==> src/rtl/pmu_pkg.sv <==
// Shared definitions for the performance counter unit.
// Assumes a 32-bit register bus. The cycle counter owns mask bit 31.
package pmu_pkg;
    localparam int REG_W   = 32;
    localparam int CYC_BIT = 31;

    typedef enum logic [3:0] {
        ADDR_CTRL   = 4'd0,
        ADDR_EN_SET = 4'd1,
        ADDR_EN_CLR = 4'd2,
        ADDR_IE_SET = 4'd3,
        ADDR_IE_CLR = 4'd4,
        ADDR_FLAG   = 4'd5,
        ADDR_SEL    = 4'd6,
        ADDR_EVTYPE = 4'd7,
        ADDR_EVCNT  = 4'd8,
        ADDR_CYCCNT = 4'd9
    } pmu_addr_e;
endpackage

==> src/rtl/pmu_regfile.sv <==
// Holds the control bits, the counter enable mask, the interrupt enable
// mask and the event counter select.
// Assumes mask vectors are packed as {cycle, event[N-1:0]}. The caller
// already converts bus positions into that packing.
module pmu_regfile #(
    parameter int NUM_CNT = 5,
    parameter int SEL_W   = 5
) (
    input  logic               clk,
    input  logic               rst_n,
    input  logic               wr_ctrl,
    input  logic               wr_en_set,
    input  logic               wr_en_clr,
    input  logic               wr_ie_set,
    input  logic               wr_ie_clr,
    input  logic               wr_sel,
    input  logic [5:0]         ctrl_wdata,
    input  logic [NUM_CNT-1:0] mask_wdata,
    input  logic [SEL_W-1:0]   sel_wdata,
    output logic               glb_en,
    output logic               div64,
    output logic [5:0]         ctrl_rd,
    output logic [NUM_CNT-1:0] cnt_en,
    output logic [NUM_CNT-1:0] int_en,
    output logic [SEL_W-1:0]   sel,
    output logic               ev_clr,
    output logic               cyc_clr
);
    logic [1:0] aux_q;

    // Control register: enable, divider and two plain storage bits.
    always_ff @(posedge clk) begin
        if (!rst_n) begin
            glb_en <= 1'b0;
            div64  <= 1'b0;
            aux_q  <= 2'b00;
        end else if (wr_ctrl) begin
            glb_en <= ctrl_wdata[0];
            div64  <= ctrl_wdata[3];
            aux_q  <= ctrl_wdata[5:4];
        end
    end

    // Reset actions are one-cycle strobes taken straight from the write.
    always_comb begin
        ev_clr  = wr_ctrl & ctrl_wdata[1];
        cyc_clr = wr_ctrl & ctrl_wdata[2];
        ctrl_rd = {aux_q, div64, 2'b00, glb_en};
    end

    // Counter enable mask with separate set and clear writes.
    always_ff @(posedge clk) begin
        if (!rst_n)
            cnt_en <= '0;
        else if (wr_en_set)
            cnt_en <= cnt_en | mask_wdata;
        else if (wr_en_clr)
            cnt_en <= cnt_en & ~mask_wdata;
    end

    // Interrupt enable mask with separate set and clear writes.
    always_ff @(posedge clk) begin
        if (!rst_n)
            int_en <= '0;
        else if (wr_ie_set)
            int_en <= int_en | mask_wdata;
        else if (wr_ie_clr)
            int_en <= int_en & ~mask_wdata;
    end

    // Event counter select register.
    always_ff @(posedge clk) begin
        if (!rst_n)
            sel <= '0;
        else if (wr_sel)
            sel <= sel_wdata;
    end
endmodule

==> src/rtl/pmu_event_ctr.sv <==
// One event counter with its own event type register.
// Assumes the event lines are already synchronous to clk. A clear beats
// a software load, and a software load beats an increment.
module pmu_event_ctr #(
    parameter int CNT_W      = 32,
    parameter int NUM_EVENTS = 128,
    parameter int EVT_W      = 7
) (
    input  logic                  clk,
    input  logic                  rst_n,
    input  logic                  glb_en,
    input  logic                  cnt_en,
    input  logic [NUM_EVENTS-1:0] events,
    input  logic                  type_wr,
    input  logic [EVT_W-1:0]      type_wdata,
    input  logic                  count_wr,
    input  logic [CNT_W-1:0]      count_wdata,
    input  logic                  clr,
    output logic [EVT_W-1:0]      type_q,
    output logic [CNT_W-1:0]      count_q,
    output logic                  ovf
);
    logic hit;
    logic adv;

    // Advance when both enables are on and the chosen line is high.
    always_comb begin
        hit = events[type_q];
        adv = glb_en & cnt_en & hit;
        ovf = adv & ~clr & ~count_wr & (count_q == {CNT_W{1'b1}});
    end

    // Event type storage.
    always_ff @(posedge clk) begin
        if (!rst_n)
            type_q <= '0;
        else if (type_wr)
            type_q <= type_wdata;
    end

    // Count register: clear, load, then increment.
    always_ff @(posedge clk) begin
        if (!rst_n)
            count_q <= '0;
        else if (clr)
            count_q <= '0;
        else if (count_wr)
            count_q <= count_wdata;
        else if (adv)
            count_q <= count_q + CNT_W'(1);
    end
endmodule

==> src/rtl/pmu_cycle_ctr.sv <==
// Cycle counter with an optional power-of-two prescaler.
// Assumes the prescaler runs only while the counter is enabled and is
// zeroed by the cycle reset action.
module pmu_cycle_ctr #(
    parameter int CNT_W    = 32,
    parameter int DIV_LOG2 = 6
) (
    input  logic             clk,
    input  logic             rst_n,
    input  logic             glb_en,
    input  logic             cnt_en,
    input  logic             div_on,
    input  logic             count_wr,
    input  logic [CNT_W-1:0] count_wdata,
    input  logic             clr,
    output logic [CNT_W-1:0] count_q,
    output logic             ovf
);
    logic [DIV_LOG2-1:0] pre_q;
    logic                run;
    logic                tick;

    // Step enable, with the prescaler terminal count when dividing.
    always_comb begin
        run  = glb_en & cnt_en;
        tick = run & (~div_on | (pre_q == {DIV_LOG2{1'b1}}));
        ovf  = tick & ~clr & ~count_wr & (count_q == {CNT_W{1'b1}});
    end

    // Prescaler: free-runs while enabled in divide mode.
    always_ff @(posedge clk) begin
        if (!rst_n)
            pre_q <= '0;
        else if (clr)
            pre_q <= '0;
        else if (run && div_on)
            pre_q <= pre_q + DIV_LOG2'(1);
    end

    // Count register: clear, load, then increment.
    always_ff @(posedge clk) begin
        if (!rst_n)
            count_q <= '0;
        else if (clr)
            count_q <= '0;
        else if (count_wr)
            count_q <= count_wdata;
        else if (tick)
            count_q <= count_q + CNT_W'(1);
    end
endmodule

==> src/rtl/pmu_monitor.sv <==
// Top of the performance counter unit: address decode, overflow flags,
// interrupt and read mux.
// Assumes single-cycle register accesses. Read data is combinational
// and valid while bus_en is high and bus_wr is low.
module pmu_monitor
    import pmu_pkg::*;
#(
    parameter int NUM_EV_CNT = 4,
    parameter int NUM_EVENTS = 128,
    parameter int CNT_W      = 32,
    parameter int SEL_W      = 5,
    parameter int DIV_LOG2   = 6
) (
    input  logic                  clk,
    input  logic                  rst_n,
    input  logic                  bus_en,
    input  logic                  bus_wr,
    input  logic [3:0]            bus_addr,
    input  logic [REG_W-1:0]      bus_wdata,
    output logic [REG_W-1:0]      bus_rdata,
    input  logic [NUM_EVENTS-1:0] event_in,
    output logic                  irq
);
    localparam int NUM_CNT = NUM_EV_CNT + 1;
    localparam int EVT_W   = $clog2(NUM_EVENTS);
    localparam int IDX_W   = (NUM_EV_CNT > 1) ? $clog2(NUM_EV_CNT) : 1;

    logic                 wr;
    logic                 wr_ctrl, wr_en_set, wr_en_clr, wr_ie_set, wr_ie_clr;
    logic                 wr_sel, wr_flag, wr_type, wr_evcnt, wr_cyc;
    logic [NUM_CNT-1:0]   mask_w;
    logic                 glb_en, div64, ev_clr, cyc_clr;
    logic [5:0]           ctrl_rd;
    logic [NUM_CNT-1:0]   cnt_en, int_en;
    logic [SEL_W-1:0]     sel;
    logic                 sel_ok;
    logic [IDX_W-1:0]     sel_idx;
    logic [EVT_W-1:0]     ev_type  [NUM_EV_CNT];
    logic [CNT_W-1:0]     ev_count [NUM_EV_CNT];
    logic [NUM_EV_CNT-1:0] ev_ovf;
    logic [CNT_W-1:0]     cyc_count;
    logic                 cyc_ovf;
    logic [NUM_CNT-1:0]   flag_q;
    logic [REG_W-1:0]     rd_mux;

    // Turns a packed {cycle, events} mask into bus bit positions.
    function automatic logic [REG_W-1:0] to_bus(input logic [NUM_CNT-1:0] v);
        logic [REG_W-1:0] r;
        r = '0;
        r[CYC_BIT] = v[NUM_EV_CNT];
        r[NUM_EV_CNT-1:0] = v[NUM_EV_CNT-1:0];
        return r;
    endfunction

    // Address decode for writes and the packed write mask.
    always_comb begin
        wr        = bus_en & bus_wr;
        wr_ctrl   = wr & (bus_addr == ADDR_CTRL);
        wr_en_set = wr & (bus_addr == ADDR_EN_SET);
        wr_en_clr = wr & (bus_addr == ADDR_EN_CLR);
        wr_ie_set = wr & (bus_addr == ADDR_IE_SET);
        wr_ie_clr = wr & (bus_addr == ADDR_IE_CLR);
        wr_flag   = wr & (bus_addr == ADDR_FLAG);
        wr_sel    = wr & (bus_addr == ADDR_SEL);
        wr_type   = wr & (bus_addr == ADDR_EVTYPE);
        wr_evcnt  = wr & (bus_addr == ADDR_EVCNT);
        wr_cyc    = wr & (bus_addr == ADDR_CYCCNT);
        mask_w    = {bus_wdata[CYC_BIT], bus_wdata[NUM_EV_CNT-1:0]};
        sel_ok    = (sel < SEL_W'(NUM_EV_CNT));
        sel_idx   = sel[IDX_W-1:0];
    end

    pmu_regfile #(
        .NUM_CNT (NUM_CNT),
        .SEL_W   (SEL_W)
    ) u_regs (
        .clk        (clk),
        .rst_n      (rst_n),
        .wr_ctrl    (wr_ctrl),
        .wr_en_set  (wr_en_set),
        .wr_en_clr  (wr_en_clr),
        .wr_ie_set  (wr_ie_set),
        .wr_ie_clr  (wr_ie_clr),
        .wr_sel     (wr_sel),
        .ctrl_wdata (bus_wdata[5:0]),
        .mask_wdata (mask_w),
        .sel_wdata  (bus_wdata[SEL_W-1:0]),
        .glb_en     (glb_en),
        .div64      (div64),
        .ctrl_rd    (ctrl_rd),
        .cnt_en     (cnt_en),
        .int_en     (int_en),
        .sel        (sel),
        .ev_clr     (ev_clr),
        .cyc_clr    (cyc_clr)
    );

    for (genvar i = 0; i < NUM_EV_CNT; i++) begin : g_ev
        logic hit_sel;
        assign hit_sel = sel_ok && (sel_idx == IDX_W'(i));

        pmu_event_ctr #(
            .CNT_W      (CNT_W),
            .NUM_EVENTS (NUM_EVENTS),
            .EVT_W      (EVT_W)
        ) u_ctr (
            .clk         (clk),
            .rst_n       (rst_n),
            .glb_en      (glb_en),
            .cnt_en      (cnt_en[i]),
            .events      (event_in),
            .type_wr     (wr_type & hit_sel),
            .type_wdata  (bus_wdata[EVT_W-1:0]),
            .count_wr    (wr_evcnt & hit_sel),
            .count_wdata (bus_wdata[CNT_W-1:0]),
            .clr         (ev_clr),
            .type_q      (ev_type[i]),
            .count_q     (ev_count[i]),
            .ovf         (ev_ovf[i])
        );
    end

    pmu_cycle_ctr #(
        .CNT_W    (CNT_W),
        .DIV_LOG2 (DIV_LOG2)
    ) u_cyc (
        .clk         (clk),
        .rst_n       (rst_n),
        .glb_en      (glb_en),
        .cnt_en      (cnt_en[NUM_EV_CNT]),
        .div_on      (div64),
        .count_wr    (wr_cyc),
        .count_wdata (bus_wdata[CNT_W-1:0]),
        .clr         (cyc_clr),
        .count_q     (cyc_count),
        .ovf         (cyc_ovf)
    );

    // Sticky overflow flags; a new overflow wins over a same-cycle clear.
    always_ff @(posedge clk) begin
        if (!rst_n)
            flag_q <= '0;
        else
            flag_q <= (flag_q & ~(wr_flag ? mask_w : '0)) | {cyc_ovf, ev_ovf};
    end

    // Level interrupt from enabled flags.
    always_comb irq = |(flag_q & int_en);

    // Read data selection.
    always_comb begin
        rd_mux = '0;
        case (bus_addr)
            ADDR_CTRL:   rd_mux = REG_W'(ctrl_rd);
            ADDR_EN_SET,
            ADDR_EN_CLR: rd_mux = to_bus(cnt_en);
            ADDR_IE_SET,
            ADDR_IE_CLR: rd_mux = to_bus(int_en);
            ADDR_FLAG:   rd_mux = to_bus(flag_q);
            ADDR_SEL:    rd_mux = REG_W'(sel);
            ADDR_EVTYPE: rd_mux = sel_ok ? REG_W'(ev_type[sel_idx]) : '0;
            ADDR_EVCNT:  rd_mux = sel_ok ? REG_W'(ev_count[sel_idx]) : '0;
            ADDR_CYCCNT: rd_mux = REG_W'(cyc_count);
            default:     rd_mux = '0;
        endcase
        bus_rdata = (bus_en && !bus_wr) ? rd_mux : '0;
    end
endmodule

==> config.mk <==
export PLATFORM = sky130hd
export DESIGN_NAME = pmu_monitor
export DESIGN_NICKNAME = d
export VERILOG_FILES = /design/src/rtl/pmu_pkg.sv /design/src/rtl/pmu_regfile.sv /design/src/rtl/pmu_event_ctr.sv /design/src/rtl/pmu_cycle_ctr.sv /design/src/rtl/pmu_monitor.sv
export SDC_FILE = /design/constraint.sdc
export NUM_CORES = 1
export LEC_CHECK = 0
export ABC_AREA = 1
export BUFFER_PORTS_ARGS = -buffer_cell sky130_fd_sc_hd__buf_2
export CORE_ASPECT_RATIO = 1.1
export CORE_MARGIN = 3
export CORE_UTILIZATION = 38
export CTS_CLUSTER_DIAMETER = 30
export DETAILED_ROUTE_END_ITERATION = 6
export HOLD_SLACK_MARGIN = 0.12
export MAX_ROUTING_LAYER = met4
export SETUP_SLACK_MARGIN = 0.05
export SLEW_MARGIN = 20
export SYNTH_ARGS = -nofsm -noshare
export SYNTH_HDL_FRONTEND = slang
export SYNTH_SLANG_ARGS = --single-unit
==> constraint.sdc <==
create_clock -name clk -period 4.7 [get_ports clk]
set_input_delay 0 -clock clk [delete_from_list [all_inputs] [get_ports clk]]
set_output_delay 0 -clock clk [all_outputs]
set_load 0.005 [all_outputs]
==> metrics.md, run 1 <==
| Metric | Value |
|---|---|
| Worst Hold Class | in -> reg |
| Fin area | roughly 24,000 um2 |
| DRC | 1 |
| YS warnings | 0 |
| Tcrit/Tclk final | a little under three quarters |
| Max Freq | between 200 and 300 MHz |
| Critical Path Sink Type | flop |
| Fin nets | 3,806 |
| Flops & latches, synth | between 200 and 250 |
| Die Wd | 224.0 um |
| Initial antenna violation count | 2 |
| Vias in the first global route | between 20,000 and 25,000 |
| Register area share after synthesis | between 20% and 30% |
| Drt pass-1 iters | 7 |
| Post-Syn Area | 19,870 um2 |
| Total track usage | 31.18% |
| Clock Path Buffers | 3 |
| Row count | 87 |
| Peak supply drop | ~0.47 mV |
| Tmin final | roughly 3300 ps |
| Total grt overflow | 0 |
| Post-DP HPWL | around 61,000 um |
| Die span in y | between 200 and 250 um |
| RSZ-0062 raised after global routing | false |
| Worst clock skew | between 20 and 25 ps |
| Crit start category | flop |
| Num CTS Buffers | 67 |
| CTS sink cnt | between 200 and 250 |
| Leak pwr | 0.009394 uW |
| Port-buffer cells | 200 |
| Share of layout cells above drive strength 1 | a little under an eighth |
| Most frequent cells in the layout | nand2_1 (1,095), nand3_1 (676), inv_1 (250) |
| Post-Route WL | about 87,000 um |
| Final setup viols | 0 |
| Syn Inst Count | ~3,500 |
| CP arrival | 3760 ps |
| Number of fill cells | between 5,000 and 6,000 |
| Syn_nets | around 3,700 |
| Slew Limit Fails | 0 |
| Clock slew at reported path FFs | 50 ps |
| Largest net degree at the start of global routing | 83 |
| Post-synth EDFFs | 0 |
| Power Dens Cells | 298.9 nW/um2 |
| Full die area | between 50,000 and 60,000 um2 |
| Initial Utilization | about two fifths |
| Setup tns final | 0 ps |
| Resized Gates After CTS | 0 |
| CTS tree | built |
| Slew HR | 29.25% |
| Num ports | between 200 and 250 |
| Post-DRT Antenna Nets | 0 |
| Clk root buf | clkbuf_16 |
| Worst skew pair latency | 580 ps |
| Avg Cell Area, Syn | 5.676 um2 |
| Initial drt markers | 3,037 |
| Critical path class | reg -> reg |
| Core region area | 51,490 um2 |
| Final hold vios | 0 |
| Syn-to-layout area delta | 19.37% |
| First-pass GRT wire length | between 100,000 and 150,000 um |
| Max cap viols | 0 |
| DP Worst Slack | between 1000 and 1500 ps |
| CP max FO | 79 |
| Ys async rst share | 0% |
| Distinct cells, synth | between 40 and 50 |
| Via Count | around 25,000 |
| Critical Path RT | ~5000 ps |
| Outcome | finished with violations |
| Failing checks | DRC |
| Worst setup margin | roughly 1400 ps |
| Cell area after placement | approximately 21,000 um2 |
| Fin Hold WS | around 190 ps |
| Worst slew pin tran | about 1100 ps |
| Most used DFF post-synth | dfxtp_1 |
| Gpl congestion | 1.009 |
| Vias per cell | just under 6 |
| Commonest non-fill, non-tap cell in the layout | nand2_1 |
| Wire per inst | 20.03 um |
| H-tree Lvls | 3 |
==> registers in the layout, summed over array words and instances, names as in the netlist, named ones only <==
signal              count
u_cyc.pre_q             6
g_ev.u_ctr.type_q      28
u_regs.aux_q            2
u_regs.glb_en           1
u_regs.div64            1
g_ev.u_ctr.count_q    128
u_regs.sel              5
u_cyc.count_q          32
flag_q                  5
==> what timing repair did <==
action,4_1_cts,5_1_grt
hold endpoints to repair,174,0
hold buffers,46,0
setup endpoints to repair,0,0
buffers inserted,0,0
==> report_power, final <==
part	switching, uW	leakage (uW)	internal, uW
registers	5.98	0.00176	1860
clock network	1350	0.00117	3390
logic	327	0.00647	156
==> final timing paths <==
path	start	end	slack, ps	cells after the start
setup / recovery	u_regs.sel[0]	g_ev[0].u_ctr.count_q[17]	1360	11
hold / removal	bus_en	u_regs.glb_en	190	4
setup reg to reg	u_regs.sel[0]	g_ev[0].u_ctr.count_q[17]	1360	11
hold reg to reg	u_cyc.pre_q[5]	u_cyc.pre_q[5]	460	2
==> worst max-delay path, stage by stage, from the launching register on <==
cell and delay (ps):
dfxtp_1 360, nor2_2 600, inv_2 450, nor2_1 190
inv_1 80, nor2_2 470, inv_2 170, buf_4 390
o211ai_1 190, o21ai_0 100, nand2_1 90, a21oi_1 70
==> routing by layer <==
| layer | wire [um] | GRT usage [%] | up-vias |
|---|---|---|---|
| met1 | 34720 | 37.73 | 11456 |
| met4 | 5365 | 17.39 | 0 |
| li1 | - | - | 12051 |
| met3 | 7239 | 4.632 | 313 |
| met2 | 39870 | 49.83 | 1312 |
| met5 | 0 | - | - |
==> metrics by stage <==
stage | cells | total power [uW] | utilization [%]
after floorplan | 3500 | 2110 | -
after CTS | 4351 | 7129 | 46.05
after detailed placement | 4184 | 2344 | 40.52
after global placement | 4184 | 2344 | 40.52
final | 4353 | 7087 | 46.06
after global routing | 4353 | 7308 | 46.06
==> cells by family (layout without fill, tap and decap cells) <==
group / after synthesis / after routing / synth area share (%)
and+or+nand+nor: 2106 / 2106 / 46.11
AOI/OAI and AO/OA: 593 / 593 / 16.97
buffers and inverters: 496 / 680 / 11.00
DFF: 218 / 218 / 21.97
xor gates and xnor gates: 81 / 81 / 3.571
adders and majority gates: 6 / 6 / 0.3779
other: 0 / 2 / 0
==> synth_stat cells, types with 18 or more instances <==
master / number / area share, %
a21oi_1: 210 / 5.3
a221o_1: 18 / 0.91
a22oi_1: 23 / 0.87
a31oi_1: 24 / 0.76
buf_2: 88 / 2.2
buf_4: 45 / 1.7
clkbuf_1: 74 / 1.4
dfxtp_1: 218 / 22
inv_1: 253 / 4.8
nand2_1: 1097 / 21
nand3_1: 676 / 17
nand4_1: 39 / 1.2
nor2_1: 178 / 3.4
nor2_2: 20 / 0.63
nor3_1: 50 / 1.3
o21ai_0: 205 / 5.2
o22ai_1: 55 / 1.7
xor2_1: 72 / 3.2
==> area by class of cell <==
| type | instances | area [um2] | area share [%] |
|---|---|---|---|
| clock buffer | 82 | 1856 | 7.825 |
| tap | 667 | 834.6 | 3.519 |
| timing repair buffer | 284 | 1759 | 7.418 |
| clock inverter | 39 | 531.8 | 2.242 |
| sequential | 218 | 4369 | 18.42 |
| inverter | 275 | 1035 | 4.363 |
| antenna | 2 | 5.005 | 0.02110 |
| multi-input combinational | 2786 | 13320 | 56.19 |
Power figures use the tool's default switching activity.
==> run 2, diff against run 1 <==
Clock period 4.7 ns to 3.5 ns, I/O delays scaled along.
==> metrics.md, run 2 (synthesis gave the netlist of run 1 again) <==
| Metric | Value |
|---|---|
| Critical Path Sink Type | flop |
| Post-DRT Antenna Nets | 0 (unchanged) |
| CTS tree | built |
| Critical path class | reg -> reg |
| Via Count | 25,093 (-0.16%) |
| Total track usage | 30.42% (-0.76 points) |
| Core region area | 51,490 um2 (unchanged) |
| Vias in the first global route | 22,600 (+1.3%) |
| Num CTS Buffers | 61 (-9.0%) |
| Resized Gates After CTS | 0 (unchanged) |
| Post-Route WL | 84,990 um (-2.5%) |
| Peak supply drop | 0.3668 mV (-22%) |
| Worst Hold Class | in -> reg |
| Seq. cell area | 4369 um2 (unchanged) |
| Die span in y | 245.8 um (unchanged) |
| DRC | 0 (-1) |
| Pwr Total | 9179 uW (+30%) |
| Row count | 87 (unchanged) |
| Tmin final | 3126 ps (-214.2 ps) |
| Max cap viols | 0 (unchanged) |
| CTS sink cnt | 218 (unchanged) |
| Num ports | 201 (unchanged) |
| Die Wd | 224.0 um (unchanged) |
| Clk root buf | clkbuf_16 |
| Wire per inst | 19.48 um (-2.7%) |
| Initial antenna violation count | 1 (-1) |
| H-tree Lvls | 2 (-1) |
| Tcrit/Tclk final | 89.32% (+18 points) |
| Hold buffers post-CTS | 48 (+4.3%) |
| Commonest non-fill, non-tap cell in the layout | nand2_1 |
| Crit start category | flop |
| Number of fill cells | 5,519 (-0.61%) |
| Final hold vios | 0 (unchanged) |
| RSZ-0062 raised after global routing | false |
| CP max FO | 22 (-72%) |
| Worst slew pin tran | 936.0 ps (-124.0 ps) |
| Slew HR | 37.03% (+7.8 points) |
| Worst clock skew | 22.69 ps (-2.071 ps) |
| Post-CTS setup buffer count | 0 (unchanged) |
| CP arrival | 3640 ps (-120 ps) |
| Clock Path Buffers | 3 (unchanged) |
| Regs by FF count | g_ev.u_ctr.count_q: 128 flops, u_cyc.count_q: 32 flops, g_ev.u_ctr.type_q: 28 flops |
| Area occupied by multi-input gates | 13,320 um2 (unchanged) |
| Share of layout cells above drive strength 1 | 11.67% (+0.11 points) |
| Total grt overflow | 0 (unchanged) |
| Outcome | finished, final reports clean |
| Drt pass-1 iters | 6 (-1) |
| Vias per cell | 5.753 (-0.36%) |
| Fin nets | 3,818 (+0.32%) |
| Power Dens Cells | 386.2 nW/um2 (+29%) |
| Worst skew pair latency | 600 ps (+20 ps) |
| Initial Utilization | 38.58% (unchanged) |
| Syn-to-layout area delta | 19.63% |
| Critical Path RT | 4010 ps (-1110 ps) |
| Clock slew at reported path FFs | 50 ps (about the same) |
| Leak pwr | 0.009469 uW (+0.80%) |
| Gpl congestion | 0.9934 (-1.6%) |
| First-pass GRT wire length | 130,200 um (-1.4%) |
| Final setup viols | 0 (unchanged) |
| Full die area | 55,060 um2 (unchanged) |
| Slew Limit Fails | 0 (unchanged) |
| Largest net degree at the start of global routing | 83 (unchanged) |
| Top reg by flops | g_ev.u_ctr.count_q |
| Number of flip-flops in the largest register | 128 (unchanged) |
| Most frequent cells in the layout | nand2_1 (1,095), nand3_1 (676), inv_1 (251) |
| Setup tns final | 0 ps (unchanged) |
| Initial drt markers | 2,930 (-3.5%) |
| Max Freq | 319.9 MHz (+6.9%) |
| Port-buffer cells | 200 (unchanged) |
| Post-DP HPWL | 60,890 um (-0.89%) |
## run 2: changes by cell type in the layout (fill, tap and decap cells not counted), moves of 3 or more
cell and change:
inv_6 -3, clkbuf_8 +8, clkbuf_16 -8, buf_4 +10, clkinvlp_4 -4, buf_12 +6
## run 2: final cells by class
cell class	count	share of cell area, %
clock buffer	83	7.444
sequential	218	18.38
inverter	275	4.354
timing repair buffer	302	8.307
tap	667	3.511
multi-input combinational	2786	56.06
antenna	2	0.02106
clock inverter	29	1.916
## run 2: metrics by stage
step                std cells  instance area (um2)  utilization [%]  hold slack [ps]  setup WS, ps
CTS                      4360                23760            46.15            126.8         507.0
floorplan                3500                19870                -            97.94          1629
detailed placement       4200                21060            40.90            264.8         546.9
global route             4361                23760            46.15            169.9         261.9
finish                   4362                23770            46.16            168.5         373.8
global placement         4200                21060            40.90            263.5         498.3
## run 2: final timing paths
check,end,slack (ps),startpoint,depth (start not counted)
max reg2reg,flag_q[0],370,u_regs.sel[0],12
min reg2reg,u_cyc.pre_q[5],470,u_cyc.pre_q[5],2
max,flag_q[0],370,u_regs.sel[0],12
min,u_regs.div64,170,bus_en,4
## run 2: power breakdown
| part | switching, uW | leakage (uW) | internal (uW) |
|---|---|---|---|
| clock network | 1670 | 0.00111 | 4340 |
| registers | 7.73 | 0.00176 | 2500 |
| logic | 443 | 0.00660 | 215 |
| total | 2120 | 0.00947 | 7060 |
## run 2: routing by layer
layer | GRT usage [%] | wire length [um] | vias to the layer above
met5 | - | 0 | -
met4 | 19.23 | 5913 | 0
met1 | 36.97 | 34280 | 11366
met2 | 46.92 | 37920 | 1318
li1 | - | - | 12049
met3 | 5.038 | 6880 | 360
## run 2: critical path: stages (launching register included)
cell      delay (ps)
dfxtp_1          430
nor2_2            60
buf_4            200
inv_2            320
nor2_1            90
inv_1             90
nor2_2            50
buf_4            190
inv_2            310
nand4_1          130
nor4_1           730
nand3b_1         240
a21oi_1          170
